## config.mk

```make
export PLATFORM = sky130hd
export DESIGN_NAME = devgate_reg
export DESIGN_NICKNAME = d
export VERILOG_FILES = /design/src/rtl/devgate_pkg.sv /design/src/rtl/devgate_decode.sv /design/src/rtl/devgate_wo_bank.sv /design/src/rtl/devgate_rw_bank.sv /design/src/rtl/devgate_reg.sv
export SDC_FILE = /design/constraint.sdc
export NUM_CORES = 1
export LEC_CHECK = 0
export BUFFER_PORTS_ARGS = -buffer_cell sky130_fd_sc_hd__buf_2
export CAP_MARGIN = 15
export CORE_AREA = 2 2 39 41
export CTS_BUF_LIST = sky130_fd_sc_hd__clkbuf_4 sky130_fd_sc_hd__clkbuf_8
export DETAILED_ROUTE_END_ITERATION = 10
export DIE_AREA = 0 0 41 43
export PLACE_DENSITY = 0.74
export REMOVE_ABC_BUFFERS = 1
export SYNTH_ARGS = -nofsm -noshare
export SYNTH_HDL_FRONTEND = slang
export SYNTH_SLANG_ARGS = --single-unit
```

## constraint.sdc

```tcl
create_clock -name clk -period 2.8 [get_ports clk]
set_input_delay 0.56 -clock clk [delete_from_list [all_inputs] [get_ports clk]]
set_output_delay 0.56 -clock clk [all_outputs]
set_load 0.01 [all_outputs]
```

## src/rtl/devgate_pkg.sv

```systemverilog
package devgate_pkg;
    localparam int REG_W    = 8;
    localparam int ADDR_W   = 8;
    localparam int NUM_WO   = 4;
    localparam int NUM_RW   = 2;
    localparam int RSV_W    = REG_W - NUM_WO - NUM_RW;
    localparam int RW_LSB   = NUM_WO;
    localparam int LINK_BIT = 3;
    localparam int LANE_W   = 4;

    typedef struct packed {
        logic              lock;
        logic [NUM_WO-1:0] bits;
    } wo_state_t;

    typedef struct packed {
        logic [NUM_RW-1:0] bits;
    } rw_state_t;
endpackage

```

## src/rtl/devgate_decode.sv

```systemverilog
module devgate_decode #(
    parameter int                AW   = 8,
    parameter logic [AW-1:0]     ADDR = 8'h9C
) (
    input  logic [AW-1:0] cfg_addr,
    input  logic          cfg_wr,
    output logic          hit,
    output logic          wr_hit
);
    always_comb begin
        hit    = (cfg_addr == ADDR);
        wr_hit = hit && cfg_wr;
    end
endmodule

```

## src/rtl/devgate_wo_bank.sv

```systemverilog
module devgate_wo_bank
    import devgate_pkg::*;
#(
    parameter logic [NUM_WO-1:0] RST = 4'b0011
) (
    input  logic              clk,
    input  logic              rst_n,
    input  logic              wr_hit,
    input  logic [NUM_WO-1:0] wdata,
    input  logic [NUM_WO-1:0] fuse,
    output logic [NUM_WO-1:0] eff,
    output logic              locked
);
    wo_state_t st_d, st_q;

    always_comb begin
        st_d = st_q;
        if (wr_hit && !st_q.lock) begin
            st_d.lock = 1'b1;
            for (int i = 0; i < NUM_WO; i++) begin
                if (fuse[i]) st_d.bits[i] = wdata[i];
            end
        end
    end

    always_ff @(posedge clk or negedge rst_n) begin
        if (!rst_n) begin
            st_q.lock <= 1'b0;
            st_q.bits <= RST;
        end else begin
            st_q <= st_d;
        end
    end

    // the fuse outranks both stored state and reset value
    for (genvar g = 0; g < NUM_WO; g++) begin : g_gate
        assign eff[g] = st_q.bits[g] & fuse[g];
    end

    assign locked = st_q.lock;

    a_r6_lock_sticky: assert property (@(posedge clk) disable iff (!rst_n)
        st_q.lock |=> st_q.lock);

    a_r6_bits_frozen: assert property (@(posedge clk) disable iff (!rst_n)
        st_q.lock |=> $stable(st_q.bits));

    a_r5_first_write_locks: assert property (@(posedge clk) disable iff (!rst_n)
        (wr_hit && !st_q.lock) |=> st_q.lock);

    a_r5_first_write_loads: assert property (@(posedge clk) disable iff (!rst_n)
        (wr_hit && !st_q.lock) |=> (((st_q.bits ^ $past(wdata)) & $past(fuse)) == '0));
endmodule

```

## src/rtl/devgate_rw_bank.sv

```systemverilog
module devgate_rw_bank
    import devgate_pkg::*;
#(
    parameter logic [NUM_RW-1:0] RST = 2'b11
) (
    input  logic              clk,
    input  logic              rst_n,
    input  logic              wr_hit,
    input  logic [NUM_RW-1:0] wdata,
    output logic [NUM_RW-1:0] bits
);
    rw_state_t st_d, st_q;

    always_comb begin
        st_d = st_q;
        if (wr_hit) st_d.bits = wdata;
    end

    always_ff @(posedge clk or negedge rst_n) begin
        if (!rst_n) st_q.bits <= RST;
        else        st_q <= st_d;
    end

    assign bits = st_q.bits;

    a_r3_write_lands: assert property (@(posedge clk) disable iff (!rst_n)
        wr_hit |=> (st_q.bits == $past(wdata)));

    a_r3_idle_holds: assert property (@(posedge clk) disable iff (!rst_n)
        !wr_hit |=> $stable(st_q.bits));
endmodule

```

## src/rtl/devgate_reg.sv

```systemverilog
module devgate_reg
    import devgate_pkg::*;
#(
    parameter logic [ADDR_W-1:0] REG_ADDR     = 8'h9C,
    parameter logic [NUM_WO-1:0] WO_RST       = 4'b0011,
    parameter logic [NUM_RW-1:0] RW_RST       = 2'b11,
    parameter logic [LANE_W-1:0] WIDE_LANES   = 4'd8,
    parameter logic [LANE_W-1:0] NARROW_LANES = 4'd4
) (
    input  logic                      clk,
    input  logic                      rst_n,
    input  logic [ADDR_W-1:0]         cfg_addr,
    input  logic                      cfg_wr,
    input  logic [REG_W-1:0]          cfg_wdata,
    output logic [REG_W-1:0]          cfg_rdata,
    input  logic [NUM_WO-1:0]         fuse_ok,
    output logic [NUM_WO+NUM_RW-1:0]  dev_en,
    output logic [LANE_W-1:0]         prim_max_lanes
);
    logic              hit, wr_hit, locked;
    logic [NUM_WO-1:0] wo_eff;
    logic [NUM_RW-1:0] rw_bits;
    logic              unused_rsv;

    devgate_decode #(.AW(ADDR_W), .ADDR(REG_ADDR)) u_decode (
        .cfg_addr (cfg_addr),
        .cfg_wr   (cfg_wr),
        .hit      (hit),
        .wr_hit   (wr_hit)
    );

    devgate_wo_bank #(.RST(WO_RST)) u_wo (
        .clk    (clk),
        .rst_n  (rst_n),
        .wr_hit (wr_hit),
        .wdata  (cfg_wdata[NUM_WO-1:0]),
        .fuse   (fuse_ok),
        .eff    (wo_eff),
        .locked (locked)
    );

    devgate_rw_bank #(.RST(RW_RST)) u_rw (
        .clk    (clk),
        .rst_n  (rst_n),
        .wr_hit (wr_hit),
        .wdata  (cfg_wdata[RW_LSB +: NUM_RW]),
        .bits   (rw_bits)
    );

    // reserved write bits are dropped on purpose
    assign unused_rsv = &{1'b0, cfg_wdata[REG_W-1 -: RSV_W], locked};

    always_comb begin
        dev_en         = {rw_bits, wo_eff};
        cfg_rdata      = hit ? {{RSV_W{1'b0}}, rw_bits, wo_eff} : '0;
        prim_max_lanes = wo_eff[LINK_BIT] ? NARROW_LANES : WIDE_LANES;
    end

    a_r4_dark_stays_dark: assert property (@(posedge clk) disable iff (!rst_n)
        $stable(fuse_ok) && !fuse_ok[LINK_BIT] |=> (prim_max_lanes == WIDE_LANES));

    a_r8_foreign_write_inert: assert property (@(posedge clk) disable iff (!rst_n)
        (cfg_wr && !hit && $stable(fuse_ok)) |=> $stable(dev_en));
endmodule

```

Word level (Yosys, flattened, before mapping)
Index checks and enable logic that the tools add are counted.

Div/mod/pow operators: 0. $mul: 0. Shifts and indexed selects: 0. Equality and inequality tests: 1. Mux-type cells: 2. Bitwise gates (word level): 4. Add/sub/neg operators: 0. Reductions and logical operators: 7. Magnitude comparators: 0.

Operators by type and width (number): $eq A8 B8 Y1 const B (1); $reduce_and A2 Y1 (4); $mux W6 (1); $and A1 B1 Y1 (4); $mux W4 (1); $logic_and A1 B1 Y1 (2); $logic_not A1 Y1 (1).

Register bits after elaboration: 7. Input bits: 23. Memories kept: 0. Memory bits (read-only): 0. Bits in latches: 0. RAM bits: 0. Output and inout bits: 18. Logic and storage cells: 20.

Logic depth before layout (Yosys ltp)
Word-level depth: 4. Mapped depth: 4. Mapped depth without buffers: 3.

By module
Synthesis repeated with hierarchy kept, for this count alone.

Cells, all modules: 41. Area, all modules: 449.2 um2.

Modules (own cells, without submodules): devgate_wo_bank (cells an instance 18, seq. area each 127.6 um2, times used 1, area an instance 249.0 um2); devgate_reg (cells an instance 13, seq. area each 0.0 um2, times used 1, area an instance 82.6 um2); devgate_rw_bank (cells an instance 4, seq. area each 52.6 um2, times used 1, area an instance 75.1 um2); devgate_decode (cells an instance 6, seq. area each 0.0 um2, times used 1, area an instance 42.5 um2).

Worst setup path after synthesis
No wires, ideal clock.

Kind: input to output. From: in cfg_addr[1]. To: out cfg_rdata[0]. Required time: 2.240 ns. Stages on the path: 4. Arrival time: 1.564 ns. Path buffers: 1. Slack: 0.676 ns. Cells stage by stage: or4b_1 buf_2 nor2_1 and2_1.

Longest elaborated chain between the ends: 2.

RTL lines: start, declared (RTL line devgate_reg.sv:12) `input logic [ADDR_W-1:0] cfg_addr,`; $eq A8 B8 Y1 (RTL line devgate_decode.sv:11) `hit = (cfg_addr == ADDR);`; $mux W6 (RTL line devgate_reg.sv:55) `cfg_rdata = hit ? {{RSV_W{1'b0}}, rw_bits, wo_eff} : '0;`; end, declared (RTL line devgate_reg.sv:15) `output logic [REG_W-1:0] cfg_rdata,`.

Every way passes these cells.

Final worst setup path
From: in cfg_addr[1]. To: out cfg_rdata[1].

Same word-level chain as after synthesis.

==> flow_metrics.tcl <==
set metrics [dict create \
    status "complete, no violations" \
    final_cells 96 \
    layout-drive-gt1-share_pct 60.0 \
    cts_sinks 7 \
    end_kind "output pin" \
    ys.flop_type "dfstp_2" \
    rsz0062_at_grt "false" \
    yosysUniqueCellTypes 18 \
    route.met3.wl_um 95 \
    synth_top_area_share_pct 23.3 \
    crit_path_cell_trace "buf_2, or4b_1, nor2_1, and2_1, buf_2" \
    placementRows 14 \
    wl_um 919 \
    cp_slowest_stage_delay_ns 0.64 \
    cts_root_buffer "clkbuf_4" \
    gp_congestion 0.640 \
    cts_buffer_depth 2 \
    synth_cells 45 \
    ys_ff_latch 7 \
    grt_pass1_wl_mm 1.35 \
    die_area_mm2 0.00176 \
    power.leakage_nw 0.362 \
    async_flop_share_pct 100 \
    peakVddDrop_v 0.000205 \
    grt_max_degree 8 \
    crit_buf_inv 2 \
    worstSetupPathType "input pin to output pin" \
    antennaDiodeCount 0 \
    coreArea_mm2 0.00138 \
    fin_crit_ns 2.39 \
    finalSetupViolations 0 \
    dpl_cell_area_um2 609 \
    drtPass1Iterations 1 \
    antenna_found_initial 0 \
    drt_iter0_markers 0 \
    crit_family "simple AND/OR/NAND/NOR gates" \
    synth_edf_count 0 \
    powerDensity_mw_per_mm2 375 \
    drv_cap 0 \
    viasPerCell 4.35 \
    top_layer_used "met4" \
    start_kind "input pin" \
    post-dp-hpwl_um 829 \
    detail-route-antenna-nets 0 \
    power_mw 0.240 \
    vias 418 \
    cp_common_cell "buf_2" \
    syn_avg_cell_area_um2 10.0 \
    grt.overflow.total 0 \
    place_inst 92 \
    die_w_um 41 \
    postCtsSetupRepairBufs 0 \
    io_buffer_count 34 \
    io_pins 41 \
    cp.required_ns 2.24 \
    tritoncts "built" \
    start_util_pct 32.5 \
    critPathMaxFanout 7 \
    drc 0 \
    post-place-ws_ns 0.394 \
    grt_pass1_vias 378 \
    period_share_pct 85.2 \
    clk_latency_ns 0.25 \
    yosys_warnings 0 \
    path_clk_slew_ns 0.05 \
    fin_nets 104 \
    dr_wl_met2_um 473 \
    avgRoutedWirePerCell_um 9.57 \
    timing.fmax_ghz 0.419 \
    fin_ws_ns 0.414 \
    netlist_top_cells_area "dfstp_2 (23%), dfrtp_1 (17%), and2_1 (13%)" \
    cts_resized 0 \
    holdBufCountCts 0 \
    ys_seq_area_share_pct 40.0 \
    synth_top_area_cell "dfstp_2" \
    wl_met1_um 331 \
    min_path_type "input pin to asynchronous set/reset pin" \
    h-tree-depth 1 \
    fin_setup_tns_ns 0 \
    gr-usage-all-layers_pct 11.6 \
    ys_top_cells_by_count "and2_1 (9), buf_4 (5), dfstp_2 (4), nand2_1 (4), nor4_1 (4)" \
    drv_slew 0 \
    cp_slowest_cell "or4b_1" \
    cts_made_buffers 3 \
    design_area_um2 639 \
    cp.arrival_ns 1.83 \
    syn-cell-area_um2 450 \
    fp.dieH_um 43 \
    fin_skew_ns 0.00304 \
    finalHoldViolCount 0 \
    yosysMostFrequentCell "and2_1" \
    syn_to_final_growth_pct 41.9 \
]
-- power breakdown --
part	total, mW	switching [mW]	internal, mW	leakage [nW]
logic	0.0318	0.0149	0.0170	0.261
clock network	0.0975	0.0337	0.0638	0.0184
registers	0.110	0.00287	0.107	0.0827
-- stage by stage --
stage	utilization (%)	hold WS, ns
4_1_cts	46.2	0.125
6_report	46.2	0.129
5_1_grt	46.2	0.130
2_1_floorplan	-	0.264
3_3_place_gp	44.0	0.392
3_5_place_dp	44.0	0.395
-- registers in the layout, indices dropped and copies added, names as in the netlist --
signal,cells
u_wo.locked,1
u_wo.st_q,4
u_rw.bits,2
-- layout by cell type, fill, tap and decap left out --
master / Yosys / layout
buf_2: 1 / 34
dfrtp_1: 3 / 3
nor2_1: 1 / 1
mux2_4: 2 / 2
or4b_1: 1 / 1
inv_1: 2 / 2
nand2_1: 4 / 4
or3_4: 1 / 1
nor3_1: 1 / 1
nand2b_1: 1 / 1
conb_1: 1 / 4
nor4_1: 4 / 4
dfstp_2: 4 / 4
mux2_2: 3 / 3
mux2_1: 1 / 1
clkbuf_4: 0 / 4
and2_1: 9 / 9
nand4b_1: 1 / 1
-- final cells by class --
| cell class | count | area (um^2) |
|---|---|---|
| clock buffer | 4 | 30.0 |
| fill | 147 | 744 |
| inverter | 2 | 7.51 |
| multi-input combinational | 33 | 231 |
| sequential | 7 | 180 |
| tap | 16 | 20.0 |
| timing repair buffer | 34 | 170 |
-- per-layer routing --
| metal | vias to the layer above | GRT usage (%) |
|---|---|---|
| met3 | 2 | 1.57 |
| met4 | 0 | 10.0 |
| li1 | 214 | - |
| met1 | 183 | 11.3 |
| met5 | - | 0 |
| met2 | 19 | 19.4 |
-- path summary, 6_finish.rpt --
check	slack [ns]	cells after the start	to	startpoint
min in group clk	0.48	1	u_wo.st_q[3]$_DFFE_PN0P_	u_wo.st_q[3]$_DFFE_PN0P_
worst min-delay path	0.13	1	u_wo.locked$_DFFE_PN0P_	rst_n
worst max-delay path	0.41	5	cfg_rdata[1]	cfg_addr[1]
max in group asynchronous	2.45	1	u_wo.st_q[0]$_DFFE_PN1P_	rst_n
worst min register to register	0.48	1	u_wo.st_q[3]$_DFFE_PN0P_	u_wo.st_q[3]$_DFFE_PN0P_
worst max register to register	1.57	2	u_wo.st_q[0]$_DFFE_PN1P_	u_wo.locked$_DFFE_PN0P_
-- cell families after synthesis --
group                  count (synthesis)  synth area share (%)
DFF                                    7                  40.0
and+or+nand+nor                       23                  31.4
other                                  1                 0.833
buffers and inverters                  8                  11.1
muxes                                  6                  16.7
(Power assumes the default switching activity.)
